[config.mk]
export PLATFORM = sky130hd
export DESIGN_NAME = uncore_freq_gov
export DESIGN_NICKNAME = d
export VERILOG_FILES = /design/src/rtl/ufg_pkg.sv /design/src/rtl/ufg_fastest.sv /design/src/rtl/ufg_target.sv /design/src/rtl/ufg_stepper.sv /design/src/rtl/uncore_freq_gov.sv
export SDC_FILE = /design/constraint.sdc
export NUM_CORES = 1
export LEC_CHECK = 0
export BUFFER_PORTS_ARGS = -buffer_cell sky130_fd_sc_hd__buf_4
export CAP_MARGIN = 25
export CORE_ASPECT_RATIO = 0.9
export CORE_MARGIN = 10
export CORE_UTILIZATION = 58
export CTS_CLUSTER_DIAMETER = 30
export DETAILED_ROUTE_END_ITERATION = 12
export GPL_ROUTABILITY_DRIVEN = 0
export PLACE_DENSITY = 0.84
export SLEW_MARGIN = 20
export SYNTH_ARGS = -nofsm -noshare
export SYNTH_HDL_FRONTEND = slang
export SYNTH_SLANG_ARGS = --single-unit
[constraint.sdc]
create_clock -name clk -period 17.3 [get_ports clk]
set_input_delay 0 -clock clk [delete_from_list [all_inputs] [get_ports clk]]
set_output_delay 0 -clock clk [all_outputs]
set_load 0.02 [all_outputs]
[src/rtl/ufg_pkg.sv]
package ufg_pkg;

  localparam int RATIO_W = 6;

  typedef logic [RATIO_W-1:0] ratio_t;

  // Limit a ratio to the closed range lo..hi (hi wins if lo > hi).
  function automatic ratio_t ufg_clamp(input ratio_t v, input ratio_t lo, input ratio_t hi);
    ratio_t r;
    r = (v < lo) ? lo : v;
    r = (r > hi) ? hi : r;
    return r;
  endfunction

  // Next request: rise at once, fall at once when jumping, else one step.
  function automatic ratio_t ufg_next(input ratio_t cur, input ratio_t tgt, input logic jump);
    if (tgt >= cur || jump) return tgt;
    return cur - ratio_t'(1);
  endfunction

endpackage

[src/rtl/ufg_fastest.sv]
module ufg_fastest
  import ufg_pkg::*;
#(
  parameter int NUM_CORES = 8
) (
  input  logic [NUM_CORES*RATIO_W-1:0] ratios,
  input  logic [NUM_CORES-1:0]         halted,
  output ratio_t                       fastest,
  output logic                         any_active
);

  ratio_t masked [NUM_CORES];

  for (genvar g = 0; g < NUM_CORES; g++) begin : g_mask
    assign masked[g] = halted[g] ? '0 : ratios[g*RATIO_W +: RATIO_W];
  end

  always_comb begin
    fastest = '0;
    for (int k = 0; k < NUM_CORES; k++) begin
      if (masked[k] > fastest) fastest = masked[k];
    end
  end

  assign any_active = |(~halted);

endmodule

[src/rtl/ufg_target.sv]
module ufg_target
  import ufg_pkg::*;
(
  input  ratio_t fastest,
  input  logic   any_active,
  input  logic   mode_max,
  input  logic   scale_lock,
  input  ratio_t min_ratio,
  input  ratio_t max_ratio,
  output ratio_t target,
  output logic   pinned
);

  ratio_t dyn_pick;

  assign pinned   = mode_max | scale_lock;
  assign dyn_pick = any_active ? fastest : min_ratio;

  always_comb begin
    if (pinned) target = max_ratio;
    else        target = ufg_clamp(dyn_pick, min_ratio, max_ratio);
  end

endmodule

[src/rtl/ufg_stepper.sv]
module ufg_stepper
  import ufg_pkg::*;
(
  input  logic   clk,
  input  logic   rst_n,
  input  logic   tick,
  input  ratio_t target,
  input  logic   jump,
  output ratio_t ratio_q,
  output logic   change_q
);

  ratio_t ratio_d;
  logic   differs;

  assign ratio_d = ufg_next(ratio_q, target, jump);
  assign differs = tick && (ratio_d != ratio_q);

  always_ff @(posedge clk) begin
    if (!rst_n) begin
      ratio_q  <= '0;
      change_q <= 1'b0;
    end else begin
      if (tick) ratio_q <= ratio_d;
      change_q <= differs;
    end
  end

  AST_HOLD_NO_TICK: assert property (@(posedge clk) disable iff (!rst_n)
    !tick |=> $stable(ratio_q));

  AST_STROBE_MEANS_NEW: assert property (@(posedge clk) disable iff (!rst_n)
    change_q |-> (ratio_q != $past(ratio_q)));

  AST_NEW_MEANS_STROBE: assert property (@(posedge clk) disable iff (!rst_n)
    (ratio_q != $past(ratio_q)) |-> change_q);

  AST_ONE_STEP_DOWN: assert property (@(posedge clk) disable iff (!rst_n)
    (tick && !jump && target < ratio_q) |=> ratio_q == $past(ratio_q) - ratio_t'(1));

  AST_RISE_AT_ONCE: assert property (@(posedge clk) disable iff (!rst_n)
    (tick && target > ratio_q) |=> ratio_q == $past(target));

endmodule

[src/rtl/uncore_freq_gov.sv]
module uncore_freq_gov
  import ufg_pkg::*;
#(
  parameter int NUM_CORES = 8
) (
  input  logic                         clk,
  input  logic                         rst_n,
  input  logic                         eval_tick,
  input  logic [NUM_CORES*RATIO_W-1:0] core_ratio,
  input  logic [NUM_CORES-1:0]         core_halt,
  input  logic                         mode_max,
  input  logic                         scale_lock,
  input  logic                         bias_perf,
  input  logic [RATIO_W-1:0]           min_ratio,
  input  logic [RATIO_W-1:0]           max_ratio,
  output logic [RATIO_W-1:0]           req_ratio,
  output logic                         req_change
);

  ratio_t fastest;
  ratio_t target;
  logic   any_active;
  logic   pinned;
  logic   jump;

  ufg_fastest #(.NUM_CORES(NUM_CORES)) i_fastest (
    .ratios     (core_ratio),
    .halted     (core_halt),
    .fastest    (fastest),
    .any_active (any_active)
  );

  ufg_target i_target (
    .fastest    (fastest),
    .any_active (any_active),
    .mode_max   (mode_max),
    .scale_lock (scale_lock),
    .min_ratio  (min_ratio),
    .max_ratio  (max_ratio),
    .target     (target),
    .pinned     (pinned)
  );

  assign jump = bias_perf | pinned;

  ufg_stepper i_stepper (
    .clk      (clk),
    .rst_n    (rst_n),
    .tick     (eval_tick),
    .target   (target),
    .jump     (jump),
    .ratio_q  (req_ratio),
    .change_q (req_change)
  );

  AST_PINNED_TOP: assert property (@(posedge clk) disable iff (!rst_n)
    (eval_tick && pinned) |=> req_ratio == $past(max_ratio));

  AST_IDLE_FLOOR: assert property (@(posedge clk) disable iff (!rst_n)
    (eval_tick && !pinned && bias_perf && !any_active) |=> req_ratio == $past(min_ratio));

  AST_WITHIN_TOP: assert property (@(posedge clk) disable iff (!rst_n)
    (eval_tick && bias_perf) |=> req_ratio <= $past(max_ratio));

endmodule

==> flow_metrics.tcl <==
set metrics [dict create \
    synth.cell_area_sq_mm 0.00398 \
    buffer_ports.inserted 80 \
    worst_hold_path.num_cells 2 \
    power_switching_w 0.000583 \
    postRouteWirelength_mm 12.7 \
    layout.cells.non_filler 728 \
    cts-htree-levels 1 \
    drt_wl_cell_um 17.4 \
    crit_type "primary input to register" \
    cts_tree "yes" \
    fin_total_pwr_w 0.00107 \
    grt-ovfl-total 0 \
    wl_met2_mm 6.14 \
    syn-instance-count 546 \
    final_net_count 761 \
    num_io_pins 81 \
    clkSinkCount 7 \
    synth_most_common_cell "sky130_fd_sc_hd__nand2_1" \
    hold_path_end "i_stepper.ratio_q[0]" \
    detailroute.wirelength.met3_mm 1.02 \
    power_frac_clock_pct 2.2 \
    dp_hpwl_mm 10.3 \
    routed.top_layer "met4" \
    clock_tree.buffer_depth 2 \
    antenna_violations_before_repair 0 \
    ff_latch_area_sq_um 140 \
    fraction_of_registers_with_async_set_reset_pct 0 \
    rows 28 \
    source_to_sink_clock_delay_at_the_later_pin_of_the_worst_skew_pair_ns 0.23 \
    detail_route.iter0.violations 329 \
    power.switching_fraction_pct 54.2 \
    cellLeakagePower_nw 2.13 \
    worst_pin_slew_ns 0.743 \
    power.share.sequential_pct 2.5 \
    synthDominantCellAreaShare_pct 15.1 \
    finalCritPeriodShare_pct 95.3 \
    placed_cells 718 \
    yosysTopAreaCell "sky130_fd_sc_hd__ha_1" \
    fp.dieArea_sq_mm 0.0106 \
    min_path_type "primary input to register" \
    timing.critical_path.slowest_stage_cell "sky130_fd_sc_hd__or4_4" \
    critPathArrivalTime_ns 16.61 \
    finalHoldViolations 0 \
    number_of_synthesis_warnings 0 \
    multi_input_comb_area_sq_mm 0.00371 \
    gr-usage-all-layers_pct 21.4 \
    cts.reportedPaths.clkPinSlew_ns 0.04 \
    ys_ff_latch 7 \
    synth_fp_nets 668 \
    finalClockSkew_ns 0.000174 \
    r2r-start "i_stepper.ratio_q[0]" \
    power_per_cell_area_mw_per_mm2 220 \
    worst-path-max-fanout 11 \
    final.hold.worst_slack_ns 0.0321 \
    tritoncts.num_buffers 3 \
    grt_first_pass_wirelength_mm 19.9 \
    drt_pre_antenna_iters 5 \
    cp-start-kind "primary input" \
    number_of_global_route_vias_before_repair 4372 \
    crit_top_cell "sky130_fd_sc_hd__ha_1" \
    chipHeight_um 98.6 \
    timing.reg2reg.setup_slack_ns 14.60 \
    place_area_sq_mm 0.00469 \
    vdd_ir_drop_max_mv 0.113 \
    max_freq_ghz 0.0606 \
    postRouteAntennaNets 0 \
    via_per_inst 6.39 \
    area_delta_synth_final_pct 22.6 \
    core_sq_mm 0.00662 \
    postSynth.topFlopCell "sky130_fd_sc_hd__dfxtp_1" \
    reg2reg_to "i_stepper.ratio_q[3]" \
    cp_data_required_time_ns 17.42 \
    grt_start_max_net_pins 16 \
    worstHoldStart "eval_tick" \
    result_of_the_run "finished clean" \
    post_synth_num_cell_types 95 \
    drc_errors 0 \
    final.fill_count 521 \
    antennaDiodeCount 0 \
    timing.reg2reg.worst_path_depth 12 \
    comb_power_share_pct 95.3 \
    number_of_synthesized_flops_with_an_enable_pin 0 \
    final_cell_area_sq_mm 0.00487 \
    power_report.internal_total_w 0.000492 \
    finalMaxSlewViolations 0 \
    fp.dieW_um 107 \
    syn_area_per_cell_sq_um 7.28 \
    netlist_top_cells_count "sky130_fd_sc_hd__nand2_1, sky130_fd_sc_hd__ha_1, sky130_fd_sc_hd__nor2b_1" \
    post_synth_main_area_contributors "sky130_fd_sc_hd__ha_1, sky130_fd_sc_hd__nor2b_1, sky130_fd_sc_hd__nand2_1" \
    setup_tns_ns 0 \
    number_of_vias_in_the_routed_layout 4649 \
    route.layer.met1.wl_mm 5.37 \
    sequential_to_total_area_share_from_yosys_stat_pct 3.52 \
    layout_min_cycle_time_ns 16.49 \
    setup.worst_path.end_class "register" \
    post_cts_hold_buffer_count 0 \
    drive_above_1_share_pct 26.0 \
    slew_headroom_pct 50.1 \
    max_cap_viol_count 0 \
    worst_path_largest_cell_delay_ns 0.60 \
    finalSetupViolCount 0 \
    root_buffer "sky130_fd_sc_hd__clkbuf_8" \
    initial_utilization_pct 60.1 \
]
registers in the layout, indices dropped and copies added, names as in the netlist:
| register | flops |
|---|---|
| i_stepper.change_q | 1 |
| i_stepper.ratio_q | 6 |
layout make-up:
cell class,instances,share of cell area (%)
clock buffer,4,0.924
sequential,7,2.87
tap,90,2.31
timing repair buffer,97,14.9
multi-input combinational,492,76.0
inverter,38,2.93
power by group through the flow:
| stage | Sequential, W | Combinational, W | Clock, W |
|---|---|---|---|
| 6_report | 0.0000266 | 0.00102 | 0.0000238 |
| 5_1_grt | 0.0000270 | 0.00112 | 0.0000251 |
| 4_1_cts | 0.0000264 | 0.000939 | 0.0000243 |
| 3_5_place_dp | 0.0000265 | 0.000932 | 0 |
| 3_3_place_gp | 0.0000263 | 0.000903 | 0 |
| 2_1_floorplan | 0.0000295 | 0.000726 | 0 |
critical path: cells and delay by family:
| family | cells | cell delay (ns) |
|---|---|---|
| AO/OA/AOI/OAI | 38 | 7.45 |
| adder cells (fa/ha/maj) | 9 | 2.80 |
| buffers and inverters | 8 | 1.06 |
| multiplexers | 2 | 0.51 |
| AND/OR/NAND/NOR | 23 | 4.77 |
through the flow:
step                utilization, %  setup WS [ns]
floorplan                        -           1.63
global placement              70.9           1.14
detailed placement            70.9          0.470
global route                  73.6         -0.178
CTS                           71.6          0.655
finish                        73.6          0.806
layout by cell type, fill, tap and decap left out, types with 8 or more instances in the layout:
master,instances
sky130_fd_sc_hd__nand2_1,54
sky130_fd_sc_hd__a21oi_1,29
sky130_fd_sc_hd__buf_4,97
sky130_fd_sc_hd__mux2i_1,8
sky130_fd_sc_hd__nor2_1,31
sky130_fd_sc_hd__o21ai_1,10
sky130_fd_sc_hd__o211ai_1,10
sky130_fd_sc_hd__nor3_1,18
sky130_fd_sc_hd__o21a_1,8
sky130_fd_sc_hd__inv_1,38
sky130_fd_sc_hd__nand3_1,14
sky130_fd_sc_hd__nand2b_1,23
sky130_fd_sc_hd__o21ai_0,27
sky130_fd_sc_hd__nor2b_1,39
sky130_fd_sc_hd__ha_1,48
sky130_fd_sc_hd__a21o_1,8
per-layer routing:
metal	up-vias	global-route usage [%]
met4	0	5.10
li1	2238	-
met1	2167	27.9
met5	-	0
met2	226	36.4
met3	18	2.41
worst max-delay path by stage:
stage	cells after the start	to	startpoint	slack (ns)
4_1_cts	82	i_stepper.ratio_q[3]	core_halt[0]	0.65
2_1_floorplan	83	i_stepper.change_q	core_halt[0]	1.63
3_5_place_dp	81	i_stepper.change_q	core_halt[0]	0.47
6_report	80	i_stepper.ratio_q[3]	core_halt[1]	0.81
5_1_grt	84	i_stepper.change_q	core_halt[1]	-0.18
3_3_place_gp	80	i_stepper.change_q	core_halt[0]	1.14
cells by family (layout without fill, tap and decap cells):
kind of cell	after synthesis	in the layout	share of synthesized area, %
simple gates	237	237	33.2
compound gates	175	175	34.2
fa+ha+maj	49	49	15.4
buf+inv	47	139	5.60
mux	20	20	5.76
xor+xnor	11	11	2.42
flops	7	7	3.52
what timing repair did:
action	4_1_cts	5_1_grt
gates resized for setup	0	19
setup buffers	0	6
setup endpoints to repair	0	7
(Power assumes the default switching activity.)
